$ cat config.mk
export PLATFORM = sky130hd
export DESIGN_NAME = phase_lock_det
export DESIGN_NICKNAME = d
export VERILOG_FILES = /design/src/rtl/phase_lock_det.sv
export SDC_FILE = /design/constraint.sdc
export NUM_CORES = 1
export LEC_CHECK = 0
export CORE_AREA = 2 2 39 41
export CTS_BUF_LIST = sky130_fd_sc_hd__clkbuf_8
export DETAILED_ROUTE_END_ITERATION = 10
export DIE_AREA = 0 0 41 43
export HOLD_SLACK_MARGIN = 0.03
export PLACE_DENSITY = 0.62
export SLEW_MARGIN = 20
export SYNTH_ARGS = -nofsm -noshare
export SYNTH_HDL_FRONTEND = slang
export SYNTH_SLANG_ARGS = --single-unit
$ cat constraint.sdc
create_clock -name clk -period 1.8 [get_ports clk]
set_clock_uncertainty 0.05 [all_clocks]
set_input_delay 0.36 -clock clk [delete_from_list [all_inputs] [get_ports clk]]
set_output_delay 0.36 -clock clk [all_outputs]
set_load 0.05 [all_outputs]
$ cat src/rtl/phase_lock_det.sv
module phase_lock_det #(
  parameter int UNLOCK_CYC = 3,
  parameter int LOCK_ERR   = 2,
  parameter int LOCK_CNT   = 3,
  parameter int WAKE_CYC   = 2
) (
  input  logic clk,
  input  logic rst_n,
  input  logic ref_pls,
  input  logic div_pls,
  input  logic pol,
  input  logic mon_sel,
  input  logic cp_en,
  input  logic pwr_on,
  output logic cp_oe,
  output logic cp_lvl,
  output logic cmp_r,
  output logic cmp_p,
  output logic lock,
  output logic mon
);
  localparam int EW = $clog2(UNLOCK_CYC + 1);
  localparam int GW = $clog2(LOCK_CNT + 1);

  logic          up_q, dn_q, align_q, lock_q;
  logic [EW-1:0] err_q;
  logic [GW-1:0] good_q;

  wire match = up_q & dn_q;
  wire lead  = up_q ^ dn_q;

  wire [EW-1:0] err_inc  = (err_q == EW'(UNLOCK_CYC)) ? err_q : err_q + 1'b1;
  wire [GW-1:0] good_inc = (good_q == GW'(LOCK_CNT)) ? good_q : good_q + 1'b1;

  wire big_now   = lead && (err_inc >= EW'(UNLOCK_CYC));
  wire big_end   = match && (err_q >= EW'(UNLOCK_CYC));
  wire small_end = match && (err_q <= EW'(LOCK_ERR));

  always_ff @(posedge clk or negedge rst_n) begin
    if (!rst_n) begin
      up_q    <= 1'b0;
      dn_q    <= 1'b0;
      err_q   <= '0;
      good_q  <= '0;
      lock_q  <= 1'b0;
      align_q <= 1'b1;
    end else if (!pwr_on) begin
      up_q    <= 1'b0;
      dn_q    <= 1'b0;
      err_q   <= '0;
      good_q  <= '0;
      lock_q  <= 1'b1;
      align_q <= 1'b1;
    end else begin
      up_q  <= match ? ref_pls : (up_q | ref_pls);
      dn_q  <= match ? div_pls : (dn_q | div_pls);
      err_q <= match ? '0 : (lead ? err_inc : err_q);
      if (match) align_q <= 1'b0;
      if (big_now || big_end) begin
        lock_q <= 1'b0;
        good_q <= '0;
      end else if (small_end) begin
        good_q <= good_inc;
        if (good_inc >= GW'(LOCK_CNT)) lock_q <= 1'b1;
      end else if (match) begin
        good_q <= '0;
      end
    end
  end

  wire drive = lead && cp_en && pwr_on && !(align_q && (err_q >= EW'(WAKE_CYC)));

  assign cp_oe  = drive;
  assign cp_lvl = drive & (pol ? up_q : dn_q);
  assign cmp_r  = pol ? up_q : dn_q;
  assign cmp_p  = pol ? dn_q : up_q;
  assign lock   = lock_q | ~pwr_on;
  assign mon    = mon_sel ? (pol ? ref_pls : div_pls) : lock;


  pfd_clear_chk: assert property (@(posedge clk) disable iff (!rst_n)
    (up_q && dn_q && !ref_pls && !div_pls) |=> (!up_q && !dn_q));


  err_bound_chk: assert property (@(posedge clk) disable iff (!rst_n)
    err_q <= EW'(UNLOCK_CYC));


  lock_rise_chk: assert property (@(posedge clk) disable iff (!rst_n)
    ($rose(lock_q) && $past(pwr_on)) |-> $past(up_q && dn_q));


  ps_clear_chk: assert property (@(posedge clk) disable iff (!rst_n)
    !pwr_on |=> (!up_q && !dn_q && lock_q));


  drive_pulse_chk: assert property (@(posedge clk) disable iff (!rst_n)
    cp_oe |-> (cmp_r != cmp_p));
endmodule

Yosys cells after proc, flatten, opt, wreduce, memory -nomap -nowiden
Cells that the tools add are included.
Widths: inputs -> output; s select.
{ "word_totals": {"input_bits": 8, "output_inout_bits": 6, "reg_bits": 8, "latchBits": 0, "romBits": 0, "word_cells": 60, "n_memories": 0, "ramBits": 0} }
{ "op_classes": {"shifts": 0, "reduce_logical": 10, "addsub": 2, "multipliers": 0, "n_mux": 23, "bitwise": 7, "div": 0, "n_eq_ne": 7, "n_lt_le_gt_ge": 5} }
{ "op_table": {"columns": ["cell", "n"], "rows": [
  ["$mux 2", 9],
  ["$mux 1", 14],
  ["$ne 3x1->1 const B", 3],
  ["$ge 2x2->1 const B", 4],
  ["$logic_and 1x1->1", 7],
  ["$add 2x1->2 const B", 2],
  ["$eq 2x2->1 const B", 2],
  ["$ne 4x1->1 const B", 1],
  ["$or 1x1->1", 3],
  ["$and 1x1->1", 2],
  ["$le 2x2->1 const B", 1],
  ["$ne 2x1->1 const B", 1],
  ["$reduce_and 2->1", 1],
  ["$logic_not 1->1", 1],
  ["$logic_or 1x1->1", 1],
  ["$not 1->1", 1],
  ["$xor 1x1->1", 1]
]} }

Longest topological paths before layout
{ "logic_depth": {"ltp_word": 7, "mapped_depth": 5, "ltp_nobuf": 4} }

Worst setup path before layout
OpenSTA, ideal clock, no wires.
{ "synth_path": {"path_kind": "register to output", "from": "register up_q", "to": "output port cp_lvl", "arrival_time_ps": 1825, "n_path_buf": 0, "path_stages_with_launch": 5, "slack_ps": -435, "required_ps": 1390, "path_cell_list": "dfrtp_1 ha_1 nand3_1 a21oi_2 and2_1"} }
{ "synth_via": {"elab_chain_len": 5, "elab_cells_between_ends": 6, "cone_classes": "1 x mux; 2 x bitwise; 3 x reduce/logical"} }
{ "synth_lines": {"columns": ["element", "line_no", "text"], "rows": [
  ["start: declaration", "25", "logic up_q, dn_q, align_q, lock_q;"],
  ["start signal: assignment", "55", "up_q <= match ? ref_pls : (up_q | ref_pls);"],
  ["$xor 1x1->1", "30", "wire lead = up_q ^ dn_q;"],
  ["$logic_and 1x1->1 (3 in series)", "71", "wire drive = lead && cp_en && pwr_on && !(align_q && (err_q >= EW'(WAKE_CYC)));"],
  ["net cp_oe", "15", "output logic cp_oe,"],
  ["$and 1x1->1", "74", "assign cp_lvl = drive & (pol ? up_q : dn_q);"],
  ["end: declaration", "16", "output logic cp_lvl,"]
]} }
The timed path passes the listed nets, and every way through them passes these cells.

Worst setup path in the final report
{ "layout_path": {"from": "register dn_q", "to": "output port cp_lvl"} }
{ "layout_via": {"elab_chain_len": 5, "elab_cells_between_ends": 6, "cone_classes": "1 x mux; 2 x bitwise; 3 x reduce/logical"} }
{ "layout_lines": {"columns": ["element", "line_no", "text"], "rows": [
  ["start: declaration", "25", null],
  ["start signal: assignment", "56", "dn_q <= match ? div_pls : (dn_q | div_pls);"],
  ["$xor 1x1->1", "30", null],
  ["$logic_and 1x1->1 (3 in series)", "71", null],
  ["$and 1x1->1 *", "74", null]
]} }
Mark *: on every way between the ends. The rest lies on a longest branch, timed or not.

==> results_tabular.tex <==
\begin{tabular}{lr}
\hline
Metric & Value \\
\hline
\multicolumn{2}{l}{\textbf{Setup path}} \\
End of the worst register-to-register path & lock\_q \\
Data required, critical path & 1390 ps \\
Reg-to-reg slack, setup & approximately 470 ps \\
Worst setup SP type & flip-flop \\
Setup Crit Path Kind & reg -> out \\
Startpoint of the most critical register-to-register path & up\_q \\
Critical path fanouts, max & 2 \\
Critical Path AT & 1410 ps \\
Start point of the critical path & dn\_q \\
Critical Path End Type & output pin \\
Register-to-Register Path Depth & 5 \\
\multicolumn{2}{l}{\textbf{GRT}} \\
Total routing usage reported by global routing & 14.7\% \\
Number of global-route vias before repair & 402 \\
Grt total ovfl & 0 \\
Pin count of the biggest net entering global routing & 10 \\
Number of antenna violations at the first check in global routing & 0 \\
First-pass GRT wire length & 1.70 mm \\
\multicolumn{2}{l}{\textbf{Yosys}} \\
Synthesized net count & 53 \\
Post-synthesis instance area & between 400 and 500 µm² \\
Post-Syn Area per Cell & 9.53 µm² \\
Synthesized flop and latch total & 8 \\
Synthesized instance count & 44 \\
Most frequent cells after synthesis & 7 x dfrtp\_1, 7 x nor2\_1, 5 x a21oi\_1 \\
Post-synth EDFFs & 0 \\
Prevailing post-synth register cell & dfrtp\_1 \\
Area fraction of the dominant cell type after synthesis & 41.8\% \\
Cell type with the highest aggregate area in the netlist & dfrtp\_1 \\
Part of the Yosys area used for sequential elements & 48.1\% \\
Synth area leaders & dfrtp\_1 42\%, dfstp\_2 6.3\%, nor2\_1 6.3\% \\
Post-synthesis cell type count & 21 \\
Proportion of register bits with asynchronous set or reset after synthesis & 100\% \\
Yosys warning total & 0 \\
\multicolumn{2}{l}{\textbf{Place}} \\
Placer Congestion & 0.760 \\
IO Port Bufs & 13 \\
Placed cell area & approximately 660 µm² \\
HPWL Detailed & $\sim$700 µm \\
\multicolumn{2}{l}{\textbf{Detailed routing}} \\
Final ANT Viol Nets & 0 \\
Avg WL per Cell & 12.0 µm \\
Total Wirelength & 1.01 mm \\
Drt pass-1 iters & 2 \\
Via-to-Cell Ratio & 4.61 \\
Number of design-rule violations left by the first detailed-router iteration & 3 \\
Total vias in the final route & $\sim$390 \\
Drc violations & 0 \\
\multicolumn{2}{l}{\textbf{Floorplanning}} \\
Horizontal die dimension & 41 µm \\
Number of primary I/O pins & 14 \\
Initial Util & 30.3\% \\
Row count & 14 \\
Die span in y & 43 µm \\
Total core area & 1380 µm² \\
Total die area & between 1500 and 2000 µm² \\
\multicolumn{2}{l}{\textbf{Clock network}} \\
Number of CTS-inserted buffers & 3 \\
CTS hold repair buffers & 0 \\
H-Tree Depth & 1 \\
Clock net sink count & 8 \\
CTS tree & built \\
Largest buffer count on any clock path & 2 \\
Insertion delay to the later sink of the worst-skew pair & around 230 ps \\
Clock tree root driver cell & clkbuf\_8 \\
Clock transition time at the flip-flop clock pins of the worst setup and hold paths & 40 ps \\
\multicolumn{2}{l}{\textbf{STA}} \\
Minimum setup slack in the final design & -23.2 ps \\
Total of endpoints with negative setup slack in the final report & 1 \\
RSZ-0062 raised after global routing & yes \\
Final clock period utilization by the worst path & 101\% \\
Highest achievable clock rate & 548 MHz \\
Time the final worst path needs with I/O delays and setup & roughly 1800 ps \\
Least-Margin Pin Slew & between 300 and 400 ps \\
Final Hold Viols & 0 \\
Worst max-slew margin expressed relative to the limit & 74.3\% \\
Count of pins over their slew limit & 0 \\
\multicolumn{2}{l}{\textbf{Job}} \\
Max-cap violations & 0 \\
\multicolumn{2}{l}{\textbf{Power}} \\
Max IR drop VDD & 0.542 mV \\
Reported net switching power & 166 µW \\
Total power after layout & 586 µW \\
Gate power share & 27.2\% \\
Switching power share of the total & roughly 28\% \\
Part of the power in registers & roughly a third \\
Cell internal pwr & 420 µW \\
Power per cell area & roughly 790 nW/µm² \\
Power share of the clock group & 37.8\% \\
Leak pwr & 0.000348 µW \\
\multicolumn{2}{l}{\textbf{Hold path}} \\
Min-Delay Path Class & in -> async \\
\multicolumn{2}{l}{\textbf{Final layout}} \\
Fraction of layout cells with a size suffix above 1 & 39.7\% \\
Summed area of non-filler cells in the final layout & between 700 and 800 µm² \\
Layout area overhead & 77.6\% \\
Number of nets in the final layout & 78 \\
Number of fill cells in the layout & 129 \\
Final antenna diode count & 0 \\
\multicolumn{2}{l}{\textbf{Outcome}} \\
Violations in the final reports & setup timing \\
Outcome & complete, but fails checks \\
\hline
\end{tabular}
per-layer routing:
metal | vias to the layer above | track usage (%) | share of wire (%)
li1 | 197 | - | -
met2 | 14 | 20.9 | 46
met3 | 2 | 3.66 | 8.7
met1 | 174 | 18.7 | 43
met5 | - | 0 | 0
met4 | 0 | 10.0 | 2.7
critical path, cell delays in order, from the launching register on:
cell     delay [ps]
dfrtp_1         400
ha_4            300
nand3_4          70
a21oi_4         120
and2_4          160
buf_12          130
power groups by stage:
stage                     Clock, µW  Combinational, µW  Sequential (µW)
after CTS                       232                156              205
final                           222                159              205
after detailed placement          0                144              208
after floorplan                   0               76.8              205
after global routing            241                173              206
after global placement            0                143              207
kinds of logic (layout without fill, tap and decap cells):
family | count (synthesis) | count (layout) | synth area share [%]
buffers and inverters | 3 | 27 | 2.98
flip-flops | 8 | 8 | 48.1
adder cells (fa/ha/maj) | 1 | 1 | 2.98
AND/OR/NAND/NOR | 17 | 17 | 20.3
multiplexers | 3 | 3 | 7.76
AO/OA/AOI/OAI | 12 | 12 | 17.9
worst max path at each step:
stage                         to  slack [ps]  depth (start not counted)
after CTS                 cp_lvl         -40                          5
after detailed placement  cp_lvl        -150                          4
after global routing      cp_lvl         -80                          5
after floorplan           cp_lvl        -190                          4
after global placement    cp_lvl        -150                          4
final                     cp_lvl         -20                          5
stage by stage:
step	hold WS, ps	TNS, ps	utilization, %	cells	setup WS, ps
final	369	-23.2	53.8	84	-23.2
after global routing	412	-122	53.8	84	-76.3
after CTS	374	-49.4	53.3	84	-41.0
after detailed placement	439	-273	47.5	78	-151
after global placement	435	-279	47.5	78	-147
after floorplan	14.4	-189	-	44	-189
layout by cell type (no fill, tap or decap), drive strengths merged:
cell	Yosys	routed
dlygate4sd2	0	2
nand2	2	2
dfstp	1	1
o21ai	2	2
mux2i	1	1
a21o	1	1
clkbuf	0	3
a21oi	7	7
nor3	2	2
nand2b	2	2
ha	1	1
nand3	1	1
nor2	7	7
clkdlybuf4s50	0	5
dfrtp	7	7
nor2b	2	2
mux2	2	2
and2	1	1
o21a	2	2
inv	2	3
buf	1	14
sequential cells by signal, indices dropped and copies added (netlist names):
register and cells:
err_q 2, good_q 2, align_q 1, dn_q 1, lock_q 1, up_q 1
final cells by class:
class | instances | area (µm²) | share of cell area [%]
clock inverters | 1 | 3.75 | 0.504
multi-input cells | 33 | 248 | 33.3
flip-flops and latches | 8 | 201 | 27.1
clock buffers | 3 | 41.3 | 5.55
repair buffers | 21 | 223 | 29.9
inverters | 2 | 7.51 | 1.01
well taps | 16 | 20.0 | 2.69
repair_timing:
item,CTS,global route
gates cloned,0,0
setup buffers,2,0
endpoints found under the setup margin,5,2
gates resized for setup,6,1
No activity file was read; power rests on OpenSTA's default activity.
